$ cat src/rtl/sampcal_pkg.sv
package sampcal_pkg;

    typedef enum logic [1:0] {
        SW_IDLE  = 2'd0,
        SW_ISSUE = 2'd1,
        SW_WAIT  = 2'd2,
        SW_DONE  = 2'd3
    } sweep_st_e;

endpackage

$ cat src/rtl/sampcal_sweep.sv
module sampcal_sweep
    import sampcal_pkg::*;
#(
    parameter int          TAP_W   = 6,
    parameter int          DATA_W  = 32,
    parameter logic [31:0] PATTERN = 32'hA5C3_3C5A
) (
    input  logic              clk,
    input  logic              rst_n,
    input  logic              start,
    input  logic              rd_valid,
    input  logic [DATA_W-1:0] rd_data,
    output logic              rd_req,
    output logic              busy,
    output logic              clr,
    output logic              finish,
    output logic [TAP_W-1:0]  sweep_tap,
    output logic              smp_valid,
    output logic              smp_fail
);

    localparam logic [TAP_W-1:0]  LAST_TAP = '1;
    localparam logic [DATA_W-1:0] EXP_WORD = DATA_W'(PATTERN);

    typedef struct packed {
        sweep_st_e        st;
        logic [TAP_W-1:0] idx;
    } sweep_s;

    sweep_s r_q, r_d;

    always_comb begin
        r_d = r_q;
        unique case (r_q.st)
            SW_IDLE: begin
                if (start) begin
                    r_d.idx = '0;
                    r_d.st  = SW_ISSUE;
                end
            end
            SW_ISSUE: r_d.st = SW_WAIT;
            SW_WAIT: begin
                if (rd_valid) begin
                    if (r_q.idx == LAST_TAP) begin
                        r_d.st = SW_DONE;
                    end else begin
                        r_d.idx = r_q.idx + 1'b1;
                        r_d.st  = SW_ISSUE;
                    end
                end
            end
            SW_DONE: r_d.st = SW_IDLE;
            default: r_d.st = SW_IDLE;
        endcase
    end

    always_ff @(posedge clk or negedge rst_n) begin
        if (!rst_n) begin
            r_q <= '{st: SW_IDLE, idx: '0};
        end else begin
            r_q <= r_d;
        end
    end

    assign rd_req    = (r_q.st == SW_ISSUE);
    assign busy      = (r_q.st != SW_IDLE);
    assign clr       = (r_q.st == SW_IDLE) && start;
    assign finish    = (r_q.st == SW_DONE);
    assign sweep_tap = r_q.idx;
    assign smp_valid = (r_q.st == SW_WAIT) && rd_valid;
    assign smp_fail  = (rd_data != EXP_WORD);

    AST_REQ_SINGLE: assert property (@(posedge clk) disable iff (!rst_n)
        rd_req |=> !rd_req) else $error("request held");
    AST_TAP_ASCENDS: assert property (@(posedge clk) disable iff (!rst_n)
        (smp_valid && sweep_tap != LAST_TAP) |=> (sweep_tap == $past(sweep_tap) + 1'b1))
        else $error("tap not ascending");
    AST_START_IGNORED: assert property (@(posedge clk) disable iff (!rst_n)
        (busy && !finish) |=> busy) else $error("sweep cut short");

endmodule

$ cat src/rtl/sampcal_runfind.sv
module sampcal_runfind #(
    parameter int TAP_W = 6
) (
    input  logic               clk,
    input  logic               rst_n,
    input  logic               clr,
    input  logic               smp_valid,
    input  logic [TAP_W-1:0]   smp_idx,
    input  logic               smp_fail,
    output logic [(1<<TAP_W)-1:0] map,
    output logic [TAP_W-1:0]   best_start,
    output logic [TAP_W:0]     best_len
);

    localparam int NTAPS = 1 << TAP_W;

    typedef struct packed {
        logic [NTAPS-1:0] map;
        logic [TAP_W-1:0] cur_start;
        logic [TAP_W:0]   cur_len;
        logic [TAP_W-1:0] best_start;
        logic [TAP_W:0]   best_len;
    } run_s;

    run_s r_q, r_d;
    logic [TAP_W-1:0] ns_start;
    logic [TAP_W:0]   ns_len;

    always_comb begin
        r_d      = r_q;
        ns_start = (r_q.cur_len == '0) ? smp_idx : r_q.cur_start;
        ns_len   = r_q.cur_len + 1'b1;
        if (clr) begin
            r_d = '0;
        end else if (smp_valid) begin
            r_d.map[smp_idx] = smp_fail;
            if (smp_fail) begin
                r_d.cur_len = '0;
            end else begin
                r_d.cur_start = ns_start;
                r_d.cur_len   = ns_len;
                if (ns_len > r_q.best_len) begin
                    r_d.best_start = ns_start;
                    r_d.best_len   = ns_len;
                end
            end
        end
    end

    always_ff @(posedge clk or negedge rst_n) begin
        if (!rst_n) begin
            r_q <= '0;
        end else begin
            r_q <= r_d;
        end
    end

    assign map        = r_q.map;
    assign best_start = r_q.best_start;
    assign best_len   = r_q.best_len;

    AST_BEST_NEVER_SHRINKS: assert property (@(posedge clk) disable iff (!rst_n)
        !clr |=> r_q.best_len >= $past(r_q.best_len)) else $error("best shrank");
    AST_CUR_WITHIN_BEST: assert property (@(posedge clk) disable iff (!rst_n)
        r_q.cur_len <= r_q.best_len) else $error("run exceeds best");
    AST_FAIL_RESETS_RUN: assert property (@(posedge clk) disable iff (!rst_n)
        (smp_valid && smp_fail && !clr) |=> r_q.cur_len == '0) else $error("run kept");

endmodule

$ cat src/rtl/sampcal_guard.sv
module sampcal_guard #(
    parameter int TAP_W     = 6,
    parameter int GUARD_OFS = 2
) (
    input  logic             clk,
    input  logic             rst_n,
    input  logic             busy,
    input  logic             finish,
    input  logic             run_ok,
    input  logic [TAP_W-1:0] new_centre,
    input  logic             err_lo,
    input  logic             err_hi,
    output logic [TAP_W-1:0] centre,
    output logic [TAP_W-1:0] left,
    output logic [TAP_W-1:0] right,
    output logic             fail
);

    localparam int               NTAPS  = 1 << TAP_W;
    localparam logic [TAP_W-1:0] MAXTAP = '1;
    localparam logic [TAP_W-1:0] OFS    = TAP_W'(GUARD_OFS);
    localparam logic [TAP_W-1:0] RST_C  = TAP_W'(NTAPS / 2);

    typedef struct packed {
        logic [TAP_W-1:0] centre;
        logic [TAP_W-1:0] left;
        logic [TAP_W-1:0] right;
        logic             fail;
    } guard_s;

    guard_s r_q, r_d;

    always_comb begin
        r_d = r_q;
        if (finish) begin
            if (run_ok) begin
                r_d.centre = new_centre;
                r_d.left   = new_centre - OFS;
                r_d.right  = new_centre + OFS;
                r_d.fail   = 1'b0;
            end else begin
                r_d.fail   = 1'b1;
            end
        end else if (!busy) begin
            if (err_lo && !err_hi && r_q.right != MAXTAP) begin
                r_d.centre = r_q.centre + 1'b1;
                r_d.left   = r_q.left + 1'b1;
                r_d.right  = r_q.right + 1'b1;
            end else if (err_hi && !err_lo && r_q.left != '0) begin
                r_d.centre = r_q.centre - 1'b1;
                r_d.left   = r_q.left - 1'b1;
                r_d.right  = r_q.right - 1'b1;
            end
        end
    end

    always_ff @(posedge clk or negedge rst_n) begin
        if (!rst_n) begin
            r_q <= '{centre: RST_C, left: RST_C - OFS, right: RST_C + OFS, fail: 1'b0};
        end else begin
            r_q <= r_d;
        end
    end

    assign centre = r_q.centre;
    assign left   = r_q.left;
    assign right  = r_q.right;
    assign fail   = r_q.fail;

    AST_GUARD_SPREAD: assert property (@(posedge clk) disable iff (!rst_n)
        (r_q.right - r_q.centre == OFS) && (r_q.centre - r_q.left == OFS))
        else $error("guard spread lost");
    AST_LEFT_STEP: assert property (@(posedge clk) disable iff (!rst_n)
        (!busy && !finish && err_lo && !err_hi && r_q.right != MAXTAP)
        |=> r_q.centre == TAP_W'($past(r_q.centre) + 1'b1)) else $error("no up step");
    AST_RIGHT_STEP: assert property (@(posedge clk) disable iff (!rst_n)
        (!busy && !finish && err_hi && !err_lo && r_q.left != '0)
        |=> r_q.centre == TAP_W'($past(r_q.centre) - 1'b1)) else $error("no down step");
    AST_EDGE_HOLD: assert property (@(posedge clk) disable iff (!rst_n)
        (!finish && ((err_lo && r_q.right == MAXTAP) || (err_hi && r_q.left == '0)
                     || (err_lo && err_hi)))
        |=> $stable(r_q.centre)) else $error("edge step taken");
    AST_BUSY_HOLD: assert property (@(posedge clk) disable iff (!rst_n)
        (busy && !finish) |=> $stable(r_q.centre)) else $error("moved in sweep");
    AST_FAIL_KEEPS: assert property (@(posedge clk) disable iff (!rst_n)
        (finish && !run_ok) |=> (r_q.fail && $stable(r_q.centre))) else $error("fail path");

endmodule

$ cat src/rtl/sample_point_cal.sv
module sample_point_cal #(
    parameter int          TAP_W     = 6,
    parameter int          DATA_W    = 32,
    parameter logic [31:0] PATTERN   = 32'hA5C3_3C5A,
    parameter int          GUARD_OFS = 2,
    parameter int          MIN_RUN   = 5
) (
    input  logic                  clk,
    input  logic                  rst_n,
    input  logic                  cal_start,
    output logic                  cal_done,
    output logic                  rd_req,
    input  logic                  rd_valid,
    input  logic [DATA_W-1:0]     rd_data,
    output logic [TAP_W-1:0]      tap_sel,
    input  logic                  guard_err_lo,
    input  logic                  guard_err_hi,
    output logic [TAP_W-1:0]      tap_centre,
    output logic [TAP_W-1:0]      tap_left,
    output logic [TAP_W-1:0]      tap_right,
    output logic                  cal_fail,
    output logic [(1<<TAP_W)-1:0] pass_map
);

    localparam int             NTAPS   = 1 << TAP_W;
    localparam logic [TAP_W:0] MIN_LEN = (TAP_W+1)'(MIN_RUN);

    logic             busy, clr, finish, smp_valid, smp_fail;
    logic [TAP_W-1:0] sweep_tap, best_start, centre;
    logic [TAP_W:0]   best_len, mid_w;
    logic             run_ok;

    sampcal_sweep #(.TAP_W(TAP_W), .DATA_W(DATA_W), .PATTERN(PATTERN)) u_sweep (
        .clk       (clk),
        .rst_n     (rst_n),
        .start     (cal_start),
        .rd_valid  (rd_valid),
        .rd_data   (rd_data),
        .rd_req    (rd_req),
        .busy      (busy),
        .clr       (clr),
        .finish    (finish),
        .sweep_tap (sweep_tap),
        .smp_valid (smp_valid),
        .smp_fail  (smp_fail)
    );

    sampcal_runfind #(.TAP_W(TAP_W)) u_runfind (
        .clk        (clk),
        .rst_n      (rst_n),
        .clr        (clr),
        .smp_valid  (smp_valid),
        .smp_idx    (sweep_tap),
        .smp_fail   (smp_fail),
        .map        (pass_map),
        .best_start (best_start),
        .best_len   (best_len)
    );

    assign run_ok = (best_len >= MIN_LEN);
    assign mid_w  = {1'b0, best_start} + ((best_len - 1'b1) >> 1);

    sampcal_guard #(.TAP_W(TAP_W), .GUARD_OFS(GUARD_OFS)) u_guard (
        .clk        (clk),
        .rst_n      (rst_n),
        .busy       (busy),
        .finish     (finish),
        .run_ok     (run_ok),
        .new_centre (mid_w[TAP_W-1:0]),
        .err_lo     (guard_err_lo),
        .err_hi     (guard_err_hi),
        .centre     (centre),
        .left       (tap_left),
        .right      (tap_right),
        .fail       (cal_fail)
    );

    assign tap_centre = centre;
    assign tap_sel    = busy ? sweep_tap : centre;
    assign cal_done   = finish;

    AST_DONE_PULSE: assert property (@(posedge clk) disable iff (!rst_n)
        cal_done |=> !cal_done) else $error("done too long");
    AST_MID_IN_RANGE: assert property (@(posedge clk) disable iff (!rst_n)
        (finish && run_ok) |-> (!mid_w[TAP_W] && best_len <= (TAP_W+1)'(NTAPS)))
        else $error("centre out of range");
    AST_MIN_RUN_GUARDS: assert property (@(posedge clk) disable iff (!rst_n)
        (finish && run_ok) |-> (mid_w >= (TAP_W+1)'(GUARD_OFS)))
        else $error("guard underflow");

endmodule

$ cat config.mk
export PLATFORM = sky130hd
export DESIGN_NAME = sample_point_cal
export DESIGN_NICKNAME = d
export VERILOG_FILES = /design/src/rtl/sampcal_pkg.sv /design/src/rtl/sampcal_sweep.sv /design/src/rtl/sampcal_runfind.sv /design/src/rtl/sampcal_guard.sv /design/src/rtl/sample_point_cal.sv
export SDC_FILE = /design/constraint.sdc
export NUM_CORES = 1
export LEC_CHECK = 0
export BUFFER_PORTS_ARGS = -buffer_cell sky130_fd_sc_hd__buf_2
export CAP_MARGIN = 20
export CORE_UTILIZATION = 60
export CTS_BUF_LIST = sky130_fd_sc_hd__clkbuf_4 sky130_fd_sc_hd__clkbuf_8
export DETAILED_ROUTE_END_ITERATION = 16
export GPL_TIMING_DRIVEN = 0
export PLACE_DENSITY = 0.91
export SLEW_MARGIN = 40
export SYNTH_ARGS = -nofsm -noshare
export SYNTH_HDL_FRONTEND = slang
export SYNTH_HIERARCHICAL = 1
export SYNTH_SLANG_ARGS = --single-unit
$ cat constraint.sdc
create_clock -name clk -period 7.33 [get_ports clk]
set_input_delay 2.199 -clock clk [delete_from_list [all_inputs] [get_ports clk]]
set_output_delay 2.199 -clock clk [all_outputs]
set_load 0.05 [all_outputs]
=== After elaboration in Yosys (flattened, before gate mapping) ===
Index checks and enable logic that the tools add are counted.

* Flip-flop bits (word level): 117
* Input bits: 38
* Output and inout bits: 91
* Logic and storage cells: 84

* Add/sub/neg operators: 12
* $lt $le $gt $ge: 4
* Equality and inequality tests: 12
* Mux-type cells: 23
* Reduce and logical (&&, ||, !) cells: 22

{| class="wikitable"
|+ Operator list
! kind !! number
|-
| 2-to-1 mux 90 bit || 2
|-
| 2-to-1 mux 18 bit || 5
|-
| bitwise mux 64 bit || 1
|-
| != test 32 bit, second input constant || 1
|-
| 2-to-1 mux 13 bit || 2
|-
| adder 6 x 1 -> 6 bit, second input constant || 4
|-
| 2-to-1 mux 6 bit || 4
|-
| subtractor 6 x 1 -> 6 bit, second input constant || 3
|-
| 2-to-1 mux 8 bit || 2
|-
| case mux 6 bit (2 select lines) || 1
|-
| != test 2 bit, second input constant || 5
|-
| case mux 2 bit (4 select lines) || 1
|-
| nonzero test 2 bit || 4
|-
| adder 7 x 1 -> 7 bit, second input constant || 1
|-
| >= comparator 7 x 3 -> 1 bit, second input constant || 1
|-
| > comparator 7 bit || 1
|-
| logical AND 1 bit || 7
|-
| logical NOT 7 bit || 1
|-
| less-than comparator 6 x 7 -> 1 bit, second input constant || 1
|-
| 2-to-1 mux 7 bit || 1
|-
| subtractor 7 x 1 -> 7 bit, second input constant || 1
|-
| adder 6 x 2 -> 6 bit, second input constant || 1
|-
| adder 6 bit || 1
|-
| demux 1 bit (select 6 bit) || 1
|-
| other kinds (16) || 21
|}

=== Depth between registers and ports, before layout ===
* Depth in word-level cells: 7
* Gate-level depth with buffers: 16
* Gate-level depth less buffers: 15

=== By module ===
Netlist, hierarchy kept.

{| class="wikitable"
|+ Modules (own cells, without submodules)
! module !! instances !! cells each !! area an instance (sq um) !! seq. area each (sq um)
|-
| sampcal_runfind || 1 || 559 || 5088.6 || 2252.2
|-
| sampcal_guard || 1 || 176 || 1585.3 || 484.2
|-
| sampcal_sweep || 1 || 73 || 635.6 || 200.2
|-
| sample_point_cal || 1 || 49 || 426.7 || 0.0
|}

=== Worst setup path before layout ===
OpenSTA, ideal clock, no wires.

* Kind: input port to flip-flop
* Start point: input port rd_data[8]
* End point: register u_runfind.r_q (netlist bit u_runfind/best_start[1])
* Setup time: 0.125 ns
* Arrival time: 4.256 ns
* Required time: 7.205 ns
* Slack: 2.949 ns
* Stages on the path: 8
* Buffers on the path: 2
* Path through: or4b_1 > or4_1 > nor2b_1 > buf_2 > o21a_2 > o22a_4 > buf_4 > mux2_4

* Word-level cells in the longest chain between the ends: 3

{| class="wikitable"
|+ Ends and longest elaborated chain
! item !! line !! RTL
|-
| start, declared || sample_point_cal.sv:14 || <nowiki>input logic [DATA_W-1:0] rd_data,</nowiki>
|-
| != test 32 bit || sampcal_sweep.sv:71 || <nowiki>assign smp_fail = (rd_data != EXP_WORD);</nowiki>
|-
| via smp_fail || sample_point_cal.sv:28 || <nowiki>logic busy, clr, finish, smp_valid, smp_fail;</nowiki>
|-
| != test 2 bit (no source line) || -- ||
|-
| AND reduction 3 bit (no source line) || -- ||
|-
| end signal, assigned || sampcal_runfind.sv:54 || <nowiki>r_q <= r_d;</nowiki>
|-
| end, declared || sampcal_runfind.sv:25 || <nowiki>run_s r_q, r_d;</nowiki>
|}

The timed path passes the listed nets, and every way through them passes these cells.
A chain may end at the register's enable or synchronous reset.

=== Worst setup path after layout ===
* Start point: register u_sweep/r_q[7] in the netlist's numbering
* End point: output port tap_sel[2]

* Word-level cells in the longest chain between the ends: 2

{| class="wikitable"
|+ Ends and longest elaborated chain
! item !! line !! RTL
|-
| start, declared || sampcal_sweep.sv:30 || <nowiki>sweep_s r_q, r_d;</nowiki>
|-
| start signal, assigned || sampcal_sweep.sv:59 || <nowiki>r_q <= '{st: SW_IDLE, idx: '0};</nowiki>
|-
| start signal, assigned || sampcal_sweep.sv:61 || <nowiki>r_q <= r_d;</nowiki>
|-
| nonzero test 2 bit || sampcal_sweep.sv:66 || <nowiki>assign busy = (r_q.st != SW_IDLE);</nowiki>
|-
| via busy || sample_point_cal.sv:28 ||
|-
| 2-to-1 mux 6 bit || sample_point_cal.sv:79 || <nowiki>assign tap_sel = busy ? sweep_tap : centre;</nowiki>
|-
| end, declared || sample_point_cal.sv:15 || <nowiki>output logic [TAP_W-1:0] tap_sel,</nowiki>
|}

The timed path passes the listed nets, and every way through them passes these cells.

==> metrics.csv <==
metric,value,unit
outcome,completed,
Worst setup endpoint,tap_sel[2],
Slew headroom,35.88,%
Die Wd,115.6,um
global-route wire length before repair,32.88,mm
DRC violations left,0,
commonest cells in the netlist,"dfrtp_1, a21oi_1, nand3_1",
R2R Path Start,u_runfind/best_len[0],
grt ovf,0,
IO Port Bufs,128,
setup tns final,0,ns
clk_lat worst skew,0.44,ns
CP Max Fanout,10,
total number of H-tree levels,4,
synth unique cells,74,
Layout Utilization,71.90,%
crit path DAT,2.39,ns
post-synthesis area per instance,9.027,um^2
synthesized area,0.007736,mm^2
routed length per placed instance,17.37,um
vias in the first global route,6676,
power per cell area,331.6,mW/mm^2
DRT Wirelength,20.68,mm
Reg2Reg Capture Point,u_guard/left[5],
area of the core,0.01262,mm^2
clk buf depth,2,
Post-synth EDFFs,0,
unrepaired setup endpoints after global routing,no,
Post-DP HPWL,14.10,mm
maximum vdd drop,0.0002362,V
syn nets,930,
Critical path origin,u_sweep/r_q[7],
Tmin final,4.588,ns
root buffer cell,clkbuf_8,
Nets,1078,
Max Fclk,217.9,MHz
Die ar.,0.01335,mm^2
Reg2Reg Setup Slack,4.00,ns
final setup fails,0,
worst endpoint required time,5.13,ns
ant diodes,0,
Pre-Repair DR Iteration Count,5,
type of origin of the critical path,register,
row count,41,
number of max-cap violations,0,
post-synth top area share,35.58,%
Clock transition at path regs,0.07,ns
fin crit share,62.60,%
worst slew pin tran,0.9566,ns
register bit total from synthesis,117,
hold path start,u_guard/left[3],
register area share after synthesis,37.96,%
number of synthesis warnings,6,
Die Y,115.6,um
I/O Pins,129,
Num CTS Buffers,17,
initial core utilization,61.30,%
clk sink count,117,
worst min path class,reg2reg,
Total GRT Usage,32.00,%
DR vias,7214,
initial antenna violation count,0,
top-count cell post-synth,dfrtp_1,
CTS tree,done,
CTS resizes,0,
Antenna Nets Post-Route,0,
"Primary FF master, synth",dfrtp_1,
share of layout cells above drive strength 1,30.26,%
Area growth syn-to-layout,17.29,%
Synth async-reset ratio,100.0,%
largest net degree at the start of global routing,65,
Slew Limit Fails,0,
largest cells by area after synthesis,"dfrtp_1, buf_4, a21oi_1, nand3_1, o21ai_0",
Post-CTS Setup Bufs,0,
GPL Wtd Cong,0.8663,
R2R cell count,15,
cell accounting for the most synthesized area,dfrtp_1,
Final Hold Viols,0,
Crit. End Element,primary output,
Setup CP Type,reg2out,
Leak,0.004354,uW
Via density,6.062,
DRT iter0 DRCs,887,
Post-CTS Hold Buffers,0,
Mapped Cells,857,
Clock Skew,0.01198,ns
## worst max-delay path, cell delays in order, from the launching register on
cell and delay (ns):
dfrtp_1 0.43, clkbuf_1 0.36, or2_2 0.26, clkbuf_1 0.29, mux2_2 0.39, buf_2 0.21
## cells by family (layout without fill, tap and decap cells)
logic type,count (synthesis),in the layout,share of synthesized area (%)
AO/OA/AOI/OAI,250,250,18.78
multiplexers,28,28,4.060
buffers and inverters,152,313,12.37
AND/OR/NAND/NOR,249,249,17.84
adder cells (fa/ha/maj),35,35,6.049
flip-flops,117,117,37.96
XOR/XNOR,26,26,2.944
## final cells by class
| cell class | instances | area (um^2) |
|---|---|---|
| Sequential cell | 117 | 2937 |
| Inverter | 24 | 90.09 |
| Clock inverter | 11 | 147.6 |
| Clock buffer | 21 | 289.0 |
| Fill cell | 942 | 3546 |
| Multi-Input combinational cell | 588 | 3850 |
| Buffer | 128 | 867.1 |
| Timing Repair Buffer | 129 | 678.2 |
| Tap cell | 172 | 215.2 |
## report_power, final
part	internal [uW]	leakage, uW	switching, uW
clock network	373	0.000222	269
registers	740	0.00157	107
logic	526	0.00256	993
## flip-flops by register name, indices dropped and copies added, names as in the netlist
| name | flops |
|---|---|
| u_guard/left | 6 |
| u_guard/fail | 1 |
| u_runfind/best_len | 7 |
| u_sweep/sweep_tap | 6 |
| u_sweep/r_q | 2 |
| u_runfind/best_start | 6 |
| u_guard/centre | 6 |
| u_guard/right | 6 |
| u_runfind/map | 64 |
| u_runfind/r_q | 13 |
## worst min path at each step
stage | end | slack, ns | cells past startpoint
2_1_floorplan | u_runfind/best_start[0] | 0.48 | 1
3_3_place_gp | u_guard/left[4] | 0.47 | 2
3_5_place_dp | u_guard/left[3] | 0.47 | 2
4_1_cts | u_guard/left[3] | 0.49 | 2
5_1_grt | u_guard/left[2] | 0.52 | 2
6_report | u_guard/left[3] | 0.48 | 2
## through the flow
| stage | worst slack (ns) | total power (uW) | instances | cell area [um^2] | hold WS (ns) |
|---|---|---|---|---|---|
| floorplan | 2.949 | 1989 | 857 | 7736 | 0.4819 |
| global placement | 2.609 | 2283 | 1157 | 8592 | 0.4700 |
| detailed placement | 2.568 | 2333 | 1158 | 8630 | 0.4750 |
| CTS | 2.734 | 2992 | 1190 | 9066 | 0.4854 |
| global route | 2.563 | 3183 | 1190 | 9074 | 0.5190 |
| finish | 2.742 | 3008 | 1190 | 9074 | 0.4847 |
## layout by cell type (no fill, tap or decap), drive strengths merged, types with 13 or more instances in the layout
cell type    n
mux2i       13
nand2       48
nand3       86
clkbuf      51
buf        227
a21oi       98
mux2        15
xnor2       15
inv         25
ha          31
dfrtp      110
o21ai       98
nor2        33
## routing by layer
layer | vias to the layer above | wire, um | global-route usage, %
met1 | 3419 | 8212 | 42.06
met2 | 471 | 9820 | 50.54
met5 | - | 0 | 0
li1 | 3260 | - | -
met4 | 0 | 663 | 15.06
met3 | 64 | 1978 | 7.061
No activity file was read; power rests on OpenSTA's default activity.
